`src/rtl/trap_ctrl.sv`:
```
module trap_ctrl #(
  parameter int AW = 32,
  parameter int NVEC = 16,
  parameter logic [AW-1:0] VEC_BASE = 'h40,
  localparam int NW = $clog2(NVEC)
) (
  input  logic          clk,
  input  logic          rst,
  input  logic          trap_req,
  input  logic [NW-1:0] trap_num,
  input  logic [AW-1:0] trap_pc,
  input  logic          rte_req,
  input  logic          st_wr,
  input  logic [2:0]    st_wdata,
  output logic          st_sm,
  output logic          st_ie,
  output logic          st_c,
  output logic          bk_sm,
  output logic          bk_ie,
  output logic          bk_c,
  output logic [AW-1:0] bpc,
  output logic [AW-1:0] redir_pc,
  output logic          redir_valid,
  output logic          proto_err
);

  logic          do_rte;
  logic [AW-1:0] vec_addr;

  assign do_rte   = rte_req && !trap_req;
  assign vec_addr = VEC_BASE + (AW'(trap_num) << 2);

  always_ff @(posedge clk) begin
    if (rst) begin
      {st_sm, st_ie, st_c} <= 3'b000;
      {bk_sm, bk_ie, bk_c} <= 3'b000;
      bpc         <= '0;
      redir_pc    <= '0;
      redir_valid <= 1'b0;
      proto_err   <= 1'b0;
    end else begin
      redir_valid <= trap_req || rte_req;
      proto_err   <= trap_req && rte_req;
      if (trap_req) begin
        {bk_sm, bk_ie, bk_c} <= {st_sm, st_ie, st_c};
        st_ie    <= 1'b0;
        st_c     <= 1'b0;
        bpc      <= trap_pc + AW'(4);
        redir_pc <= vec_addr;
      end else if (do_rte) begin
        {st_sm, st_ie, st_c} <= {bk_sm, bk_ie, bk_c};
        redir_pc <= {bpc[AW-1:2], 2'b00};
      end else if (st_wr) begin
        {st_sm, st_ie, st_c} <= st_wdata;
      end
    end
  end

  p_reset_r1: assert property (@(posedge clk)
    rst |=> !redir_valid && !proto_err && bpc == '0 && {st_sm, st_ie, st_c, bk_sm, bk_ie, bk_c} == 6'b0);

  p_backup_r2: assert property (@(posedge clk) disable iff (rst)
    trap_req |=> {bk_sm, bk_ie, bk_c} == $past({st_sm, st_ie, st_c}));

  p_clear_r3: assert property (@(posedge clk) disable iff (rst)
    trap_req |=> !st_ie && !st_c && st_sm == $past(st_sm));

  p_retaddr_r4: assert property (@(posedge clk) disable iff (rst)
    trap_req |=> bpc == $past(trap_pc) + AW'(4) && bpc[1] == $past(trap_pc[1]));

  p_strobe_r5: assert property (@(posedge clk) disable iff (rst)
    (trap_req || rte_req) |=> redir_valid);

  p_rte_keep_r6: assert property (@(posedge clk) disable iff (rst)
    (rte_req && !trap_req) |=> $stable(bpc) && $stable({bk_sm, bk_ie, bk_c}) &&
                               {st_sm, st_ie, st_c} == {bk_sm, bk_ie, bk_c});

  p_rte_align_r7: assert property (@(posedge clk) disable iff (rst)
    (rte_req && !trap_req) |=> redir_pc[1:0] == 2'b00 && redir_pc[AW-1:2] == bpc[AW-1:2]);

  p_collide_r8: assert property (@(posedge clk) disable iff (rst)
    proto_err |-> redir_valid && !st_ie && !st_c);

  p_idle_r10: assert property (@(posedge clk) disable iff (rst)
    (!trap_req && !rte_req && !st_wr) |=> !redir_valid && !proto_err && $stable(bpc) &&
      $stable({st_sm, st_ie, st_c, bk_sm, bk_ie, bk_c}));

endmodule

```
`config.mk`:
```
export PLATFORM = sky130hd
export DESIGN_NAME = trap_ctrl
export DESIGN_NICKNAME = d
export VERILOG_FILES = /design/src/rtl/trap_ctrl.sv
export SDC_FILE = /design/constraint.sdc
export NUM_CORES = 1
export LEC_CHECK = 0
export BUFFER_PORTS_ARGS = -buffer_cell sky130_fd_sc_hd__buf_4
export CORE_MARGIN = 2
export CORE_UTILIZATION = 53
export DETAILED_ROUTE_END_ITERATION = 8
export PLACE_DENSITY = 0.87
export SKIP_CTS_REPAIR_TIMING = 1
export SLEW_MARGIN = 25
export SYNTH_ARGS = -nofsm -noshare
export SYNTH_HDL_FRONTEND = slang
export SYNTH_SLANG_ARGS = --single-unit
```
`constraint.sdc`:
```
create_clock -name clk -period 3 [get_ports clk]
set_clock_uncertainty 0.1 [all_clocks]
set_input_delay 0.45 -clock clk [delete_from_list [all_inputs] [get_ports clk]]
set_output_delay 0.45 -clock clk [all_outputs]
set_load 0.05 [all_outputs]
```
==> flow_summary.yaml, run 1 <==
run_status:
  status: "complete, no violations"
detailed_routing:
  first_iter_violations: 119
  routed_via_density: 5.60
  drc: 0
  num_vias: 3079
  first_pass_iters: 4
  top_layer_used: "met4"
  dr_wl_met2_um: 4010
  dr_wl_met3_um: 519
  drt-total-wl_um: 8090
  ant_nets: 0
  drt-met1-wl_um: 3410
  wl_per_cell_um: 14.7
sta:
  setup_tns_ns: 0
  setup_violations: 0
  rsz0062_at_grt: "no"
  fin_crit_sh_pct: 68.0
  worst_hold_slack_ns: 0.208
  worst_pin_slew_ns: 0.576
  period_needed_ns: 2.04
  hold_violations: 0
  max_freq_ghz: 0.490
  slew_viol_final: 0
  relSlewSlack_pct: 61.6
  worst_slack_ns: 0.960
floorplan:
  core_area_um2: 5920
  ios: 116
  die_height_um: 82.1
  core.rowCount: 28
  start_util_pct: 54.6
  dieWidth_um: 82.1
  fp.dieArea_um2: 6740
yosys:
  synthTopCellsByCount: "nor2_1, dfxtp_1, mux2i_1, clkbuf_1, nand2_1"
  avgSynthCellArea_um2: 8.66
  syn_inst: 373
  synth_edf_count: 0
  yosys.area.top_type_share_pct: 43.4
  synthesis.area_um2: 3230
  synth.yosys.warnings: 0
  synth_top_area_cell: "dfxtp_1"
  ys.flop_type: "dfxtp_1"
  synth.most_common_cell: "nor2_1"
  async_reset_ff_share_pct: 0
  ys_seq_elements: 70
  synth.area.top_cells: "dfxtp_1, mux2i_1, nor2_1, a211oi_1, clkbuf_1"
  ys_types: 43
  seq_area_frac_synth_pct: 43.4
critical_path:
  reg2reg_to: "bpc[26]"
  end_kind: "flop"
  worst-path-buf-inv: 1
  start_kind: "input port"
  worstReg2RegStart: "bpc[26]"
  crit_family: "simple AND/OR/NAND/NOR gates"
  path_cells: "buf_4, ha_1, nand3_1, or2_1, or4_1, a311oi_1"
  crit_arrival_ns: 2.19
  worstPathMaxFanout: 17
  cp.required_ns: 3.15
  slowest_stage: "or4_1"
  crit_type: "input port to flop"
  ff2ff_setup_slack_ns: 2.03
  max_stage_delay_ns: 0.56
  reg2regPathDepth: 2
global_routing:
  grt_max_degree: 47
  antenna_found_initial: 0
  grt_pass1_wl_um: 12400
  track_usage_pct: 24.3
  overflow: 0
  first_global_vias: 2649
worst_hold_path:
  hold_depth: 2
  hold_start: "trap_pc[2]"
  min_path_type: "input port to flop"
  whs_endpoint: "bpc[2]"
clock_tree:
  path_clk_slew_ns: 0.08
  insertion_delay_ns: 0.34
  cts.sinks: 70
  clockBufferDepth: 2
  cts_tree: "done"
  root_buffer: "clkbuf_8"
  cts_buffers: 9
  htreeDepth: 3
pwr:
  p_clk_share_pct: 36.0
  pwr-share-comb_pct: 20.2
  irDropWorstVdd_mv: 0.329
  p_total_mw: 2.31
  leakagePower_nw: 1.90
  p_switching_mw: 0.702
  power-per-cell-area_nw_per_um2: 540
  pwr-share-seq_pct: 43.7
  internal_power_mw: 1.60
  swShare_pct: 30.5
cells_and_area:
  final_area_um2: 4270
  seqCellArea_um2: 1400
  multi_input_area_um2: 1670
  final_cells: 550
  fillers: 481
  fin_util_pct: 72.2
  nets: 515
  syn_to_final_growth_pct: 32.3
  num_antenna_cells: 0
  drive_gt1_share_pct: 27.8
placement:
  dpl_cell_area_um2: 4060
  io_buffer_count: 113
  dp.cells: 534
  place_congestion: 0.820
  place_ws_ns: 0.616
  hpwl_um: 5640
flow_run:
  cap_violations: 0
-- worst max path at each step --
stage / cells past startpoint / startpoint / slack, ns / end
6_report: 6 / trap_pc[2] / 0.96 / bpc[20]
5_1_grt: 6 / trap_pc[2] / 0.78 / bpc[20]
4_1_cts: 6 / trap_pc[2] / 0.95 / bpc[20]
3_3_place_gp: 6 / trap_pc[2] / 0.69 / bpc[18]
2_1_floorplan: 6 / trap_pc[2] / 0.98 / bpc[18]
3_5_place_dp: 6 / trap_pc[2] / 0.62 / bpc[20]
-- layout make-up --
class	count	share of cell area, %
Clock inverter	6	2.02
Clock buffer	10	2.99
Timing Repair Buffer	115	20.2
Inverter	8	0.703
Tap cell	75	2.20
Sequential cell	70	32.8
Multi-Input combinational cell	266	39.1
-- worst reg2reg max path, delay by kind of cell (launching register included) --
family,cells,cell delay [ns]
AOI/OAI and AO/OA,1,0.34
DFF,1,0.37
and+or+nand+nor,1,0.05
-- state kept, by name, summed over array words and instances (netlist names) --
register / flops
bk_c: 1
bk_ie: 1
bk_sm: 1
bpc: 32
proto_err: 1
redir_pc: 30
redir_valid: 1
st_c: 1
st_ie: 1
st_sm: 1
-- metal layers --
metal / vias up / global-route usage [%]
li1: 1528 / -
met1: 1430 / 29.5
met2: 110 / 41.9
met3: 11 / 2.97
met4: 0 / 12.8
met5: - / 0
-- logic make-up (layout without fill, tap and decap cells) --
logic type / after synthesis / after routing / synth area share [%]
and+or+nand+nor: 164 / 164 / 24.6
DFF: 70 / 70 / 43.4
AOI/OAI and AO/OA: 48 / 48 / 11.2
muxes: 39 / 39 / 12.1
buffers and inverters: 38 / 139 / 5.00
xor gates and xnor gates: 12 / 12 / 3.25
adders and majority gates: 1 / 1 / 0.387
other: 1 / 2 / 0.116
-- power groups by stage --
stage / Sequential (mW) / Clock (mW) / Combinational [mW]
after detailed placement: 1.03 / 0 / 0.467
after global placement: 1.03 / 0 / 0.458
after CTS: 1.01 / 0.841 / 0.468
after floorplan: 1.18 / 0 / 0.152
final: 1.01 / 0.831 / 0.467
after global routing: 1.01 / 0.875 / 0.497
-- placed cells by master, fill, tap and decap left out, types with 3 or more instances in the layout --
cell	Yosys	layout
a211oi_1	13	13
a21oi_1	8	8
a311oi_1	6	6
and3_1	4	4
and4_1	7	7
buf_4	2	115
clkbuf_8	0	9
dfxtp_1	70	70
inv_1	8	8
mux2i_1	39	39
nand2_1	15	15
nand3_1	13	13
nand4_1	9	9
nor2_1	83	83
nor3_1	3	3
nor3b_1	3	3
nor4_1	10	10
o21ai_0	4	4
o311a_1	4	4
o31ai_1	4	4
or3_1	3	3
or4_1	6	6
xnor2_1	5	5
xor2_1	7	7
Note: power is estimated with default switching activity, not from simulation.
==> inputs of run 2 (changes only) <==
ABC_AREA = 1   (was default)
CORE_UTILIZATION = 45   (was 53)
PLACE_DENSITY = 0.78   (was 0.87)
clock period = 1.75 ns   (was 3 ns; I/O delays follow)
==> run 2 against run 1 <==
  * Combinational power increased by 58%
  * Critical path type is now flop to output pin
  * Sequential cell count stayed put
  * Largest cell class unchanged
  * Largest power group unchanged
  * Non-clock buffer count rose by 5
  * Hold slack got worse by 0.18 ns
  * Area after synthesis up 1.5%
  * Via count rose by 11%
  * Sequential share of layout area is 1.3 points lower
  * Setup slack got worse by 0.57 ns
  * Count of clock-buffer cells in the layout stayed put
  * Critical path depth shrank 5
  * Routed wire length up 13%
==> flow_summary.yaml, run 2 <==
cells_and_area:
  num_antenna_cells: 0
  mostFrequentLayoutCell: "nand2_1"
  largest_reg_flops: 32
  largest-register: "bpc"
  drive_gt1_share_pct: 25.9
  layout_common_cells: "nand2_1, buf_4, dfxtp_1"
  top_regs: "bpc (32), redir_pc (30)"
  nets: 643
  fillers: 670
  syn_to_final_growth_pct: 35.8
flow_run:
  cap_violations: 0
floorplan:
  die_height_um: 89.4
  core.rowCount: 31
  ios: 116
  dieWidth_um: 89.4
  start_util_pct: 46.0
  core_area_um2: 7140
  fp.dieArea_um2: 7990
sta:
  rsz0062_at_grt: "no"
  period_needed_ns: 1.36
  setup_tns_ns: 0
  setup_violations: 0
  worst_slack_ns: 0.389
  hold_violations: 0
  worst_hold_slack_ns: 0.0293
  fin_crit_sh_pct: 77.8
  max_freq_ghz: 0.735
  slew_viol_final: 0
global_routing:
  track_usage_pct: 23.2
  overflow: 0
  first_global_vias: 2952
  grt_max_degree: 31
  antenna_found_initial: 0
  grt_pass1_wl_um: 14300
clock_tree:
  cts.sinks: 70
  clockBufferDepth: 2
  cts_buffers: 9
  path_clk_slew_ns: 0.07
  htreeDepth: 3
  insertion_delay_ns: 0.33
  root_buffer: "clkbuf_8"
  cts_tree: "done"
yosys:
  yosys.area.top_type_share_pct: 42.7
  synth_top_area_cell: "dfxtp_1"
  ys_types: 31
  ys_seq_elements: 70
  synthTopCellsByCount: "nand2_1, dfxtp_1, inv_1, nor2_1, a21oi_1"
  synth.yosys.warnings: 0
  synthesis.area_um2: 3280
  synth.area.top_cells: "dfxtp_1, nand2_1, inv_1, a21oi_1, nor2_1"
  avgSynthCellArea_um2: 6.78
  seq_area_frac_synth_pct: 42.7
  syn_inst: 484
  async_reset_ff_share_pct: 0
  ys.flop_type: "dfxtp_1"
  synth_edf_count: 0
  synth.most_common_cell: "nand2_1"
critical_path:
  ff2ff_setup_slack_ns: 0.76
  max_stage_delay_ns: 0.43
  worstPathMaxFanout: 3
  crit_family: "flip-flops"
  crit_arrival_ns: 1.00
  slowest_stage: "dfxtp_1"
  crit_type: "flop to output pin"
  start_kind: "flop"
  path_cells: "buf_4"
  cp.required_ns: 1.39
  end_kind: "output pin"
  worstReg2RegStart: "st_ie"
  worst-path-buf-inv: 1
  startpoint: "bpc[23]"
worst_hold_path:
  min_path_type: "input port to flop"
  hold_start: "rst"
pwr:
  leakagePower_nw: 2.14
  power-per-cell-area_nw_per_um2: 875
  irDropWorstVdd_mv: 0.435
placement:
  io_buffer_count: 113
  place_congestion: 0.962
  place_ws_ns: 0.180
  hpwl_um: 6980
detailed_routing:
  drt-total-wl_um: 9130
  drc: 0
  ant_nets: 0
  first_iter_violations: 151
  first_pass_iters: 6
  wl_per_cell_um: 13.0
  routed_via_density: 4.86
  num_vias: 3407
run_status:
  status: "complete, no violations"
run 2: changes by cell type in the layout (fill, tap and decap cells not counted), moves of 10 or more:
cell | before | now
o21ai_0 | 4 | 19
a211oi_1 | 13 | 3
nor4_1 | 10 | 0
mux2i_1 | 39 | 0
nor2_1 | 83 | 36
nand3_1 | 13 | 29
a21oi_1 | 8 | 36
nand2_1 | 15 | 174
inv_1 | 8 | 50
run 2: final cells by class:
| type | count | area [um^2] | share of cell area, % |
|---|---|---|---|
| multi-input cells | 346 | 1610 | 36.0 |
| flip-flops and latches | 70 | 1400 | 31.5 |
| clock inverters | 5 | 82.6 | 1.85 |
| inverters | 51 | 191 | 4.30 |
| well taps | 99 | 124 | 2.78 |
| clock buffers | 10 | 138 | 3.09 |
| repair buffers | 120 | 913 | 20.5 |
run 2: kinds of logic after synthesis:
kind of cell,after synthesis,share of synthesized area [%]
AO/OA/AOI/OAI,75,12.7
XOR/XNOR,3,0.801
adder cells (fa/ha/maj),1,0.381
buffers and inverters,69,8.70
flip-flops,70,42.7
other,1,0.114
AND/OR/NAND/NOR,265,34.6
run 2: path summary, 6_finish.rpt:
kind | cells after the start | end
max | 1 | bpc[23]
min | 2 | redir_pc[6]
max reg2reg | 4 | st_ie
min reg2reg | 2 | redir_pc[26]
run 2: per-layer routing:
metal  vias up  wire length, um  global-route usage, %
li1       1758                -                      -
met3        14              502                   3.51
met1      1520             4140                   32.5
met4         0              145                   8.14
met5         -                0                      0
met2       115             4350                   36.4
run 2: metrics by stage:
step	total power [mW]	cells	utilization [%]	cell area, um^2
floorplan	2.20	485	-	3280
detailed placement	2.48	686	59.3	4240
finish	3.90	701	62.4	4460
global route	4.06	701	62.4	4460
CTS	3.93	701	62.4	4460
global placement	2.47	686	59.3	4240
run 2: power breakdown:
part,internal [mW],switching (mW)
clock,0.839,0.610
sequential,1.66,0.0489
combinational,0.236,0.501
